`config.mk`:
```
export PLATFORM = sky130hd
export DESIGN_NAME = hpt_lookup
export DESIGN_NICKNAME = d
export VERILOG_FILES = /design/src/rtl/hpt_pkg.sv /design/src/rtl/hpt_hash.sv /design/src/rtl/hpt_hop_ctr.sv /design/src/rtl/hpt_walk_fsm.sv /design/src/rtl/hpt_lookup.sv
export SDC_FILE = /design/constraint.sdc
export NUM_CORES = 1
export LEC_CHECK = 0
export BUFFER_PORTS_ARGS = -buffer_cell sky130_fd_sc_hd__buf_4
export CORE_MARGIN = 1.5
export CORE_UTILIZATION = 45
export DETAILED_ROUTE_END_ITERATION = 10
export HOLD_SLACK_MARGIN = 0.02
export PLACE_DENSITY = 0.7
export SYNTH_ARGS = -nofsm -noshare
export SYNTH_HDL_FRONTEND = slang
export SYNTH_HIERARCHICAL = 1
export SYNTH_SLANG_ARGS = --single-unit
```
`constraint.sdc`:
```
create_clock -name clk -period 2.8 [get_ports clk]
set_clock_uncertainty 0.15 [all_clocks]
set_input_delay 0.56 -clock clk [delete_from_list [all_inputs] [get_ports clk]]
set_output_delay 0.56 -clock clk [all_outputs]
set_load 0.02 [all_outputs]
```
`src/rtl/hpt_pkg.sv`:
```
package hpt_pkg;

    typedef enum logic [3:0] {
        ST_IDLE,
        ST_HEAD_RD,
        ST_HEAD_WT,
        ST_VPN_RD,
        ST_VPN_WT,
        ST_NXT_RD,
        ST_NXT_WT,
        ST_PFN_RD,
        ST_PFN_WT,
        ST_DONE
    } walk_st_e;

    typedef enum logic [1:0] {
        RD_HEAD,
        RD_VPN,
        RD_NEXT,
        RD_PFN
    } rd_sel_e;

    typedef enum logic [1:0] {
        RES_HIT   = 2'd0,
        RES_MISS  = 2'd1,
        RES_LIMIT = 2'd2
    } res_code_e;

endpackage

```
`src/rtl/hpt_hash.sv`:
```
module hpt_hash #(
    parameter int VPN_W = 20,
    parameter int IDX_W = 10
) (
    input  logic [VPN_W-1:0] vpn,
    output logic [IDX_W-1:0] idx
);
    localparam int NCHUNK = (VPN_W + IDX_W - 1) / IDX_W;
    localparam int PAD_W  = NCHUNK * IDX_W;

    logic [PAD_W-1:0] padded;
    assign padded = PAD_W'(vpn);

    always_comb begin
        idx = '0;
        for (int i = 0; i < NCHUNK; i++) begin
            idx = idx ^ padded[i*IDX_W +: IDX_W];
        end
    end
endmodule

```
`src/rtl/hpt_hop_ctr.sv`:
```
module hpt_hop_ctr #(
    parameter int MAX_HOPS = 8
) (
    input  logic clk,
    input  logic rst_n,
    input  logic clr,
    input  logic inc,
    output logic at_limit
);
    localparam int CW = $clog2(MAX_HOPS + 1);

    logic [CW-1:0] hops_q;

    always_ff @(posedge clk) begin
        if (!rst_n) begin
            hops_q <= '0;
        end else if (clr) begin
            hops_q <= CW'(1);
        end else if (inc) begin
            hops_q <= hops_q + CW'(1);
        end
    end

    assign at_limit = (hops_q == CW'(MAX_HOPS));
endmodule

```
`src/rtl/hpt_walk_fsm.sv`:
```
module hpt_walk_fsm
    import hpt_pkg::*;
(
    input  logic      clk,
    input  logic      rst_n,
    input  logic      req_valid,
    input  logic      rsp_valid,
    input  logic      rsp_zero,
    input  logic      vpn_match,
    input  logic      hop_limit,
    output logic      accept,
    output logic      mem_rd,
    output rd_sel_e   rd_sel,
    output logic      ld_ptr,
    output logic      ld_pfn,
    output logic      fin_en,
    output res_code_e fin_code,
    output logic      hop_clr,
    output logic      hop_inc,
    output logic      req_ready,
    output logic      done_valid
);
    walk_st_e state_q, state_d;

    always_ff @(posedge clk) begin
        if (!rst_n) state_q <= ST_IDLE;
        else        state_q <= state_d;
    end

    always_comb begin
        state_d = state_q;
        unique case (state_q)
            ST_IDLE:    if (req_valid) state_d = ST_HEAD_RD;
            ST_HEAD_RD: state_d = ST_HEAD_WT;
            ST_HEAD_WT: if (rsp_valid) state_d = rsp_zero ? ST_DONE : ST_VPN_RD;
            ST_VPN_RD:  state_d = ST_VPN_WT;
            ST_VPN_WT:  if (rsp_valid) state_d = vpn_match ? ST_PFN_RD : ST_NXT_RD;
            ST_NXT_RD:  state_d = ST_NXT_WT;
            ST_NXT_WT:  if (rsp_valid) state_d = (rsp_zero || hop_limit) ? ST_DONE : ST_VPN_RD;
            ST_PFN_RD:  state_d = ST_PFN_WT;
            ST_PFN_WT:  if (rsp_valid) state_d = ST_DONE;
            ST_DONE:    state_d = ST_IDLE;
            default:    state_d = ST_IDLE;
        endcase
    end

    always_comb begin
        accept     = 1'b0;
        mem_rd     = 1'b0;
        rd_sel     = RD_HEAD;
        ld_ptr     = 1'b0;
        ld_pfn     = 1'b0;
        fin_en     = 1'b0;
        fin_code   = RES_HIT;
        hop_clr    = 1'b0;
        hop_inc    = 1'b0;
        req_ready  = 1'b0;
        done_valid = 1'b0;
        unique case (state_q)
            ST_IDLE: begin
                req_ready = 1'b1;
                accept    = req_valid;
            end
            ST_HEAD_RD: begin
                mem_rd = 1'b1;
                rd_sel = RD_HEAD;
            end
            ST_HEAD_WT: begin
                if (rsp_valid) begin
                    if (rsp_zero) begin
                        fin_en   = 1'b1;
                        fin_code = RES_MISS;
                    end else begin
                        ld_ptr  = 1'b1;
                        hop_clr = 1'b1;
                    end
                end
            end
            ST_VPN_RD: begin
                mem_rd = 1'b1;
                rd_sel = RD_VPN;
            end
            ST_VPN_WT: ;
            ST_NXT_RD: begin
                mem_rd = 1'b1;
                rd_sel = RD_NEXT;
            end
            ST_NXT_WT: begin
                if (rsp_valid) begin
                    if (rsp_zero) begin
                        fin_en   = 1'b1;
                        fin_code = RES_MISS;
                    end else if (hop_limit) begin
                        fin_en   = 1'b1;
                        fin_code = RES_LIMIT;
                    end else begin
                        ld_ptr  = 1'b1;
                        hop_inc = 1'b1;
                    end
                end
            end
            ST_PFN_RD: begin
                mem_rd = 1'b1;
                rd_sel = RD_PFN;
            end
            ST_PFN_WT: begin
                if (rsp_valid) begin
                    ld_pfn   = 1'b1;
                    fin_en   = 1'b1;
                    fin_code = RES_HIT;
                end
            end
            ST_DONE: done_valid = 1'b1;
            default: ;
        endcase
    end
endmodule

```
`src/rtl/hpt_lookup.sv`:
```
module hpt_lookup
    import hpt_pkg::*;
#(
    parameter int VPN_W    = 20,
    parameter int PFN_W    = 20,
    parameter int ADDR_W   = 32,
    parameter int DATA_W   = 32,
    parameter int IDX_W    = 10,
    parameter int MAX_HOPS = 8
) (
    input  logic              clk,
    input  logic              rst_n,
    input  logic              req_valid,
    output logic              req_ready,
    input  logic [VPN_W-1:0]  req_vpn,
    input  logic [ADDR_W-1:0] tbl_base,
    output logic              done_valid,
    output logic [1:0]        res_code,
    output logic [PFN_W-1:0]  res_pfn,
    output logic              mem_req_valid,
    output logic [ADDR_W-1:0] mem_req_addr,
    input  logic              mem_rsp_valid,
    input  logic [DATA_W-1:0] mem_rsp_data
);
    logic [VPN_W-1:0]  vpn_q;
    logic [ADDR_W-1:0] base_q;
    logic [ADDR_W-1:0] ptr_q;
    logic [PFN_W-1:0]  pfn_q;
    res_code_e         code_q;

    logic [IDX_W-1:0]  bucket_idx;
    logic              accept, ld_ptr, ld_pfn, fin_en, hop_clr, hop_inc, hop_limit;
    rd_sel_e           rd_sel;
    res_code_e         fin_code;
    logic              rsp_zero, vpn_match;

    assign rsp_zero  = (mem_rsp_data == '0);
    assign vpn_match = (mem_rsp_data == DATA_W'(vpn_q));

    hpt_hash #(.VPN_W(VPN_W), .IDX_W(IDX_W)) u_hash (
        .vpn (vpn_q),
        .idx (bucket_idx)
    );

    hpt_hop_ctr #(.MAX_HOPS(MAX_HOPS)) u_hops (
        .clk      (clk),
        .rst_n    (rst_n),
        .clr      (hop_clr),
        .inc      (hop_inc),
        .at_limit (hop_limit)
    );

    hpt_walk_fsm u_fsm (
        .clk        (clk),
        .rst_n      (rst_n),
        .req_valid  (req_valid),
        .rsp_valid  (mem_rsp_valid),
        .rsp_zero   (rsp_zero),
        .vpn_match  (vpn_match),
        .hop_limit  (hop_limit),
        .accept     (accept),
        .mem_rd     (mem_req_valid),
        .rd_sel     (rd_sel),
        .ld_ptr     (ld_ptr),
        .ld_pfn     (ld_pfn),
        .fin_en     (fin_en),
        .fin_code   (fin_code),
        .hop_clr    (hop_clr),
        .hop_inc    (hop_inc),
        .req_ready  (req_ready),
        .done_valid (done_valid)
    );

    always_ff @(posedge clk) begin
        if (!rst_n) begin
            vpn_q  <= '0;
            base_q <= '0;
            ptr_q  <= '0;
            pfn_q  <= '0;
            code_q <= RES_HIT;
        end else begin
            if (accept) begin
                vpn_q  <= req_vpn;
                base_q <= tbl_base;
                pfn_q  <= '0;
            end
            if (ld_ptr) ptr_q  <= mem_rsp_data[ADDR_W-1:0];
            if (ld_pfn) pfn_q  <= mem_rsp_data[PFN_W-1:0];
            if (fin_en) code_q <= fin_code;
        end
    end

    always_comb begin
        unique case (rd_sel)
            RD_HEAD: mem_req_addr = base_q + ADDR_W'(bucket_idx);
            RD_VPN:  mem_req_addr = ptr_q;
            RD_PFN:  mem_req_addr = ptr_q + ADDR_W'(1);
            RD_NEXT: mem_req_addr = ptr_q + ADDR_W'(2);
            default: mem_req_addr = ptr_q;
        endcase
    end

    assign res_code = code_q;
    assign res_pfn  = pfn_q;
endmodule

```
==> results_dict.tcl, run 1 <==
set metrics [dict create \
    synthAdderAreaFrac 0.0264 \
    nNetsFinal 1207 \
    multi_input_area_um2 5470 \
    n_antenna_cell 0 \
    h-tree-depth 4 \
    ys.flop_type "dfxtp_1" \
    post_drt_via_cell_ratio 5.52 \
    grt_max_degree 78 \
    leakagePower_nw 4.48 \
    die_y_um 131 \
    ios 145 \
    synth-edff-count 0 \
    syn_area_um2 7390 \
    hold_class "in -> reg" \
    grt_pass1_vias 7097 \
    overflow 0 \
    clock_sink_count 114 \
    fin_crit_sh 1.28 \
    worstPathRequired_ns 2.09 \
    hold_violations 0 \
    final_common_cell "buf_4" \
    start_util 0.464 \
    core-area_um2 15900 \
    endpoint_kind "output port" \
    total_power_mw 5.20 \
    status "complete, but fails checks" \
    rows 46 \
    rsz0062_at_grt "yes" \
    failed_checks "negative setup slack" \
    ctsLongestPathBuffers 2 \
    stdcell_count 1332 \
    worst_slew_pin_slew_ns 0.688 \
    dieArea_um2 17200 \
    drc 0 \
    critPathKind "reg -> out" \
    cts_tree "yes" \
    clk-insertion-delay-late_ns 0.42 \
    synth_xor_xnor_area_share 0.0652 \
    area_growth_pct 49.1 \
    period_minus_slack_ns 3.58 \
    track_usage 0.276 \
    yosysSeqAreaShare 0.309 \
    setup_violations 30 \
    dp_cells 1279 \
    drt-total-wl_mm 23.9 \
    drt-pass1-iter-count 6 \
    irDropWorstVdd_mv 0.430 \
    wl_per_cell_um 18.0 \
    async_flop_share 0 \
    grt_pass1_wl_mm 37.9 \
    design_area_um2 11000 \
    detail-route-antenna-nets 0 \
    cts_buffers 17 \
    die_w_um 131 \
    antenna_found_initial 0 \
    synth_seq_cells 114 \
    max_freq_mhz 279 \
    nFillCells 1237 \
    yosys.area_share.simple 0.309 \
    arrival_ns 2.87 \
    ys_warn_count 6 \
    cts_root_buf "clkbuf_16" \
    gp_congestion 0.883 \
    path_clk_slew_ns 0.06 \
    crit_fanout 5 \
    final.setup.worst_slack_ns -0.785 \
    worst_setup_path_start_kind "flop" \
    dpl_cell_area_um2 9610 \
    synth_top_family_by_area "simple AND/OR/NAND/NOR gates" \
    drt_iter0_drc 522 \
    drive_above_1_share 0.388 \
    num_vias 7349 \
    final_cell_mix "buf_4 (235), nor2b_1 (109), dfxtp_1 (103), mux2i_1 (94), nand2_1 (42)" \
    drv_cap 0 \
    synth_compound_area_frac 0.112 \
    powerDensity_nw_per_um2 472 \
    timing.final.max_slew_violations 0 \
    syn_avg_cell_area_um2 8.68 \
    synth_fp_nets 954 \
    max_slew_margin 0.540 \
    register_area_um2 2300 \
    hpwl_mm 16.6 \
    synth_cells 851 \
    port_buffers 144 \
    synthMuxAreaShare 0.145 \
    yosysUniqueCellTypes 79 \
]
==> state kept, by name, indices dropped and copies added, names as in the netlist <==
name and flops:
u_hops/hops_q 4, res_code 2, ptr_q 32, vpn_q 20
base_q 32, u_fsm/state_q 4, res_pfn 20
==> worst max-delay path: stages, from the launching register on <==
cell and delay, ns:
dfxtp_2 0.33, xor2_1 0.17, ha_2 0.23, buf_4 0.11, a21o_1 0.15, nand4_1 0.13
buf_4 0.18, a21oi_4 0.17, o31ai_4 0.12, buf_6 0.16, or4_4 0.42, a31oi_4 0.15
buf_6 0.14
==> path summary, 6_finish.rpt <==
| path | from | end | slack, ns | cells past startpoint |
|---|---|---|---|---|
| setup / recovery | vpn_q[0] | mem_req_addr[25] | -0.78 | 12 |
| hold / removal | tbl_base[6] | base_q[6] | 0.24 | 3 |
| setup reg to reg | u_fsm/state_q[3] | u_hops/hops_q[3] | 0.62 | 6 |
| hold reg to reg | base_q[9] | base_q[9] | 0.38 | 2 |
==> routing by layer <==
metal,part of all wire,global-route usage,up-vias
li1,-,-,3562
met1,0.44,0.356,3544
met2,0.49,0.460,215
met3,0.057,0.0602,28
met4,0.013,0.0843,0
met5,0,0,-
==> cells in the mapped netlist, drive strengths merged (14+ instances only) <==
| cell type | count | share of area |
|---|---|---|
| xnor2 | 22 | 0.026 |
| nand4 | 22 | 0.019 |
| xor2 | 33 | 0.039 |
| mux2i | 99 | 0.13 |
| nand2 | 45 | 0.023 |
| ha | 14 | 0.024 |
| nor2 | 40 | 0.020 |
| nor3b | 23 | 0.024 |
| nor3 | 21 | 0.018 |
| o21ai | 17 | 0.012 |
| nor4 | 21 | 0.024 |
| nand3 | 37 | 0.027 |
| buf | 18 | 0.013 |
| a21oi | 44 | 0.030 |
| dfxtp | 114 | 0.31 |
| nor2b | 112 | 0.095 |
| clkbuf | 32 | 0.016 |
==> power by group <==
group          internal (mW)  switching, mW
Sequential              1.69         0.0745
Clock                   1.37          0.777
Combinational          0.648          0.635
Total                   3.71           1.49
==> repair_timing <==
item | CTS | global route
pin swaps | 45 | 37
hold buffers | 0 | 0
cloned | 2 | 0
endpoints found under the setup margin | 32 | 32
buffers inserted | 13 | 11
resized for setup | 102 | 43
==> final cells by class <==
cell class	instances	area share
multi-input combinational	678	0.496
timing repair buffer	283	0.214
sequential	114	0.209
clock buffer	22	0.0430
tap	216	0.0245
clock inverter	9	0.00954
inverter	10	0.00341
==> metrics by stage <==
stage,setup TNS (ns),hold slack (ns),setup slack (ns),util
2_1_floorplan,-1.62,0.320,-0.198,-
4_1_cts,-17.05,0.234,-0.698,0.674
3_3_place_gp,-4.83,0.343,-0.272,0.602
5_1_grt,-21.45,0.242,-0.848,0.691
3_5_place_dp,-5.44,0.350,-0.274,0.602
6_report,-18.92,0.242,-0.785,0.691
==> cell families after synthesis <==
logic type | Yosys count
adder cells (fa/ha/maj) | 15
AO/OA/AOI/OAI | 122
XOR/XNOR | 55
multiplexers | 106
AND/OR/NAND/NOR | 379
flip-flops | 114
buffers and inverters | 60
Note: power is estimated with default switching activity, not from simulation.
==> inputs of run 2 (changes only) <==
--- a/config.mk
+++ b/config.mk
@@ -8,9 +8,10 @@
 export BUFFER_PORTS_ARGS = -buffer_cell sky130_fd_sc_hd__buf_4
 export CORE_MARGIN = 1.5
 export CORE_UTILIZATION = 45
+export CTS_CLUSTER_SIZE = 8
 export DETAILED_ROUTE_END_ITERATION = 10
 export HOLD_SLACK_MARGIN = 0.02
-export PLACE_DENSITY = 0.7
+export PLACE_DENSITY_LB_ADDON = 0.3
 export SYNTH_ARGS = -nofsm -noshare
 export SYNTH_HDL_FRONTEND = slang
 export SYNTH_HIERARCHICAL = 1
==> run 2 against run 1 <==
Against the previous run: clock-buffer cell count up 1; utilization down 0.20 points; largest power group unchanged; non-clock buffer count down 1; largest cell class unchanged; the run still ends with negative setup slack left; hold slack about the same; sequential cell count unchanged; routed wire length up 1.4%; sequential power about the same; critical path depth unchanged; power up 2.0%; first-iteration DRC count up 0.38%; maximum frequency down 1.4%.
==> results_dict.tcl, run 2 (synthesis gave the netlist of run 1 again) <==
set metrics [dict create \
    slowest_stage "fa_2" \
    area_growth_pct 48.7 \
    detail-route-antenna-nets 0 \
    drv_cap 0 \
    failed_checks "negative setup slack" \
    ios 145 \
    max_slew_margin 0.536 \
    worst_slew_pin_slew_ns 0.694 \
    port_buffers 144 \
    wl_per_cell_um 18.2 \
    final_cell_mix "buf_4 (247), nor2b_1 (109), dfxtp_1 (100), mux2i_1 (94), nand2_1 (43)" \
    hpwl_mm 16.5 \
    crit_chain "xor2_1, ha_2, inv_2, fa_2, nor2b_4, o2111ai_2, buf_4, a31oi_4, nor2_2, xor2_1, o221ai_2, buf_4" \
    antenna_found_initial 0 \
    reg2reg_slack_ns 0.65 \
    hold_class "in -> reg" \
    max_freq_mhz 275 \
    post_drt_via_cell_ratio 5.65 \
    holdPathStages 3 \
    num_vias 7515 \
    start_util 0.464 \
    h-tree-depth 4 \
    gp_congestion 0.886 \
    powerDensity_nw_per_um2 483 \
    endpoint_kind "output port" \
    crit_fanout 2 \
    rows 46 \
    die_w_um 131 \
    drt-pass1-iter-count 5 \
    critPathKind "reg -> out" \
    dieArea_um2 17200 \
    nNetsFinal 1205 \
    period_minus_slack_ns 3.63 \
    clock_sink_count 114 \
    drt_iter0_drc 524 \
    core-area_um2 15900 \
    die_y_um 131 \
    cts_tree "yes" \
    cts_root_buf "clkbuf_16" \
    hold_violations 0 \
    rr_endpoint "u_hops/hops_q[3]" \
    drt-total-wl_mm 24.3 \
    arrival_ns 2.92 \
    track_usage 0.275 \
    reg_top3 "base_q (32), ptr_q (32)" \
    final.setup.worst_slack_ns -0.834 \
    path_clk_slew_ns 0.06 \
    overflow 0 \
    worst_setup_path_start_kind "flop" \
    final_common_cell "buf_4" \
    dpl_worst_slack_ns -0.310 \
    timing.final.max_slew_violations 0 \
    max_stage_delay_ns 0.39 \
    hold_end "base_q[13]" \
    rsz0062_at_grt "yes" \
    total_power_mw 5.30 \
    fin_crit_sh 1.30 \
    grt_max_degree 75 \
    setup_violations 31 \
    cts_buffers 17 \
    grt_pass1_vias 7331 \
    clk-insertion-delay-late_ns 0.42 \
    status "complete, but fails checks" \
    hold_ws_ns 0.242 \
    min-delay-start "tbl_base[13]" \
    drive_above_1_share 0.390 \
    n_antenna_cell 0 \
    ctsLongestPathBuffers 2 \
    irDropWorstVdd_mv 0.433 \
    leakagePower_nw 4.54 \
    reg2regPathDepth 6 \
    worstPathRequired_ns 2.09 \
    grt_pass1_wl_mm 37.8 \
    r2r_start "u_fsm/state_q[3]" \
    drc 0 \
]
==> run 2: cell types whose count changed in the layout (fill, tap and decap cells not counted), sizes merged <==
cell      before  now
clkinvlp       1    2
bufinv         2    3
inv           11   10
buf          283  282
and3          13   12
clkbuf        22   23
clkinv         5    4
==> run 2: routing by layer <==
layer	part of all wire	routed length (µm)	vias to the layer above	GRT usage
li1	-	-	3561	-
met1	0.40	9810	3587	0.332
met2	0.49	12000	280	0.462
met3	0.063	1530	87	0.0617
met4	0.039	958	0	0.130
met5	0	0	-	0
==> run 2: power breakdown <==
group	internal, mW	switching (mW)
clock	1.47	0.781
sequential	1.69	0.0761
combinational	0.645	0.642
total	3.81	1.50
==> run 2: through the flow <==
| step | utilization | std cells | cell area (µm²) | TNS (ns) |
|---|---|---|---|---|
| floorplan | - | 851 | 7510 | -1.62 |
| global placement | 0.602 | 1280 | 9600 | -4.62 |
| detailed placement | 0.602 | 1280 | 9600 | -5.45 |
| CTS | 0.673 | 1325 | 10700 | -15.73 |
| global route | 0.689 | 1331 | 11000 | -22.14 |
| finish | 0.689 | 1331 | 11000 | -19.85 |
==> run 2: critical path, delay by kind of cell, from the launching register on <==
kind | cells | cell delay, ns
buf+inv | 3 | 0.41
fa+ha+maj | 2 | 0.61
simple gates | 2 | 0.24
flops | 1 | 0.33
compound gates | 3 | 0.54
xor+xnor | 2 | 0.37
==> run 2: cell type report <==
| cell class | instances | area [µm²] |
|---|---|---|
| multi-input cells | 677 | 5470 |
| flip-flops and latches | 114 | 2310 |
| well taps | 216 | 270 |
| clock inverters | 9 | 129 |
| repair buffers | 282 | 2300 |
| fillers | 1249 | 4950 |
| clock buffers | 23 | 478 |
| inverters | 10 | 37.5 |
==> run 2: timing repair <==
| action | in CTS | in global routing |
|---|---|---|
| buffers inserted | 14 | 6 |
| hold buffers | 0 | 0 |
| pin swaps | 50 | 27 |
| gates cloned | 0 | 1 |
| setup endpoints to repair | 31 | 32 |
| resized for setup | 96 | 37 |
==> run 2: worst max path at each step <==
stage	start	to	slack [ns]	depth (start not counted)
4_1_cts	vpn_q[0]	mem_req_addr[22]	-0.65	12
3_3_place_gp	vpn_q[18]	mem_req_addr[25]	-0.24	10
3_5_place_dp	vpn_q[18]	mem_req_addr[25]	-0.31	10
6_report	vpn_q[0]	mem_req_addr[8]	-0.83	12
5_1_grt	vpn_q[0]	mem_req_addr[8]	-0.90	12
2_1_floorplan	vpn_q[10]	mem_req_addr[18]	-0.20	11
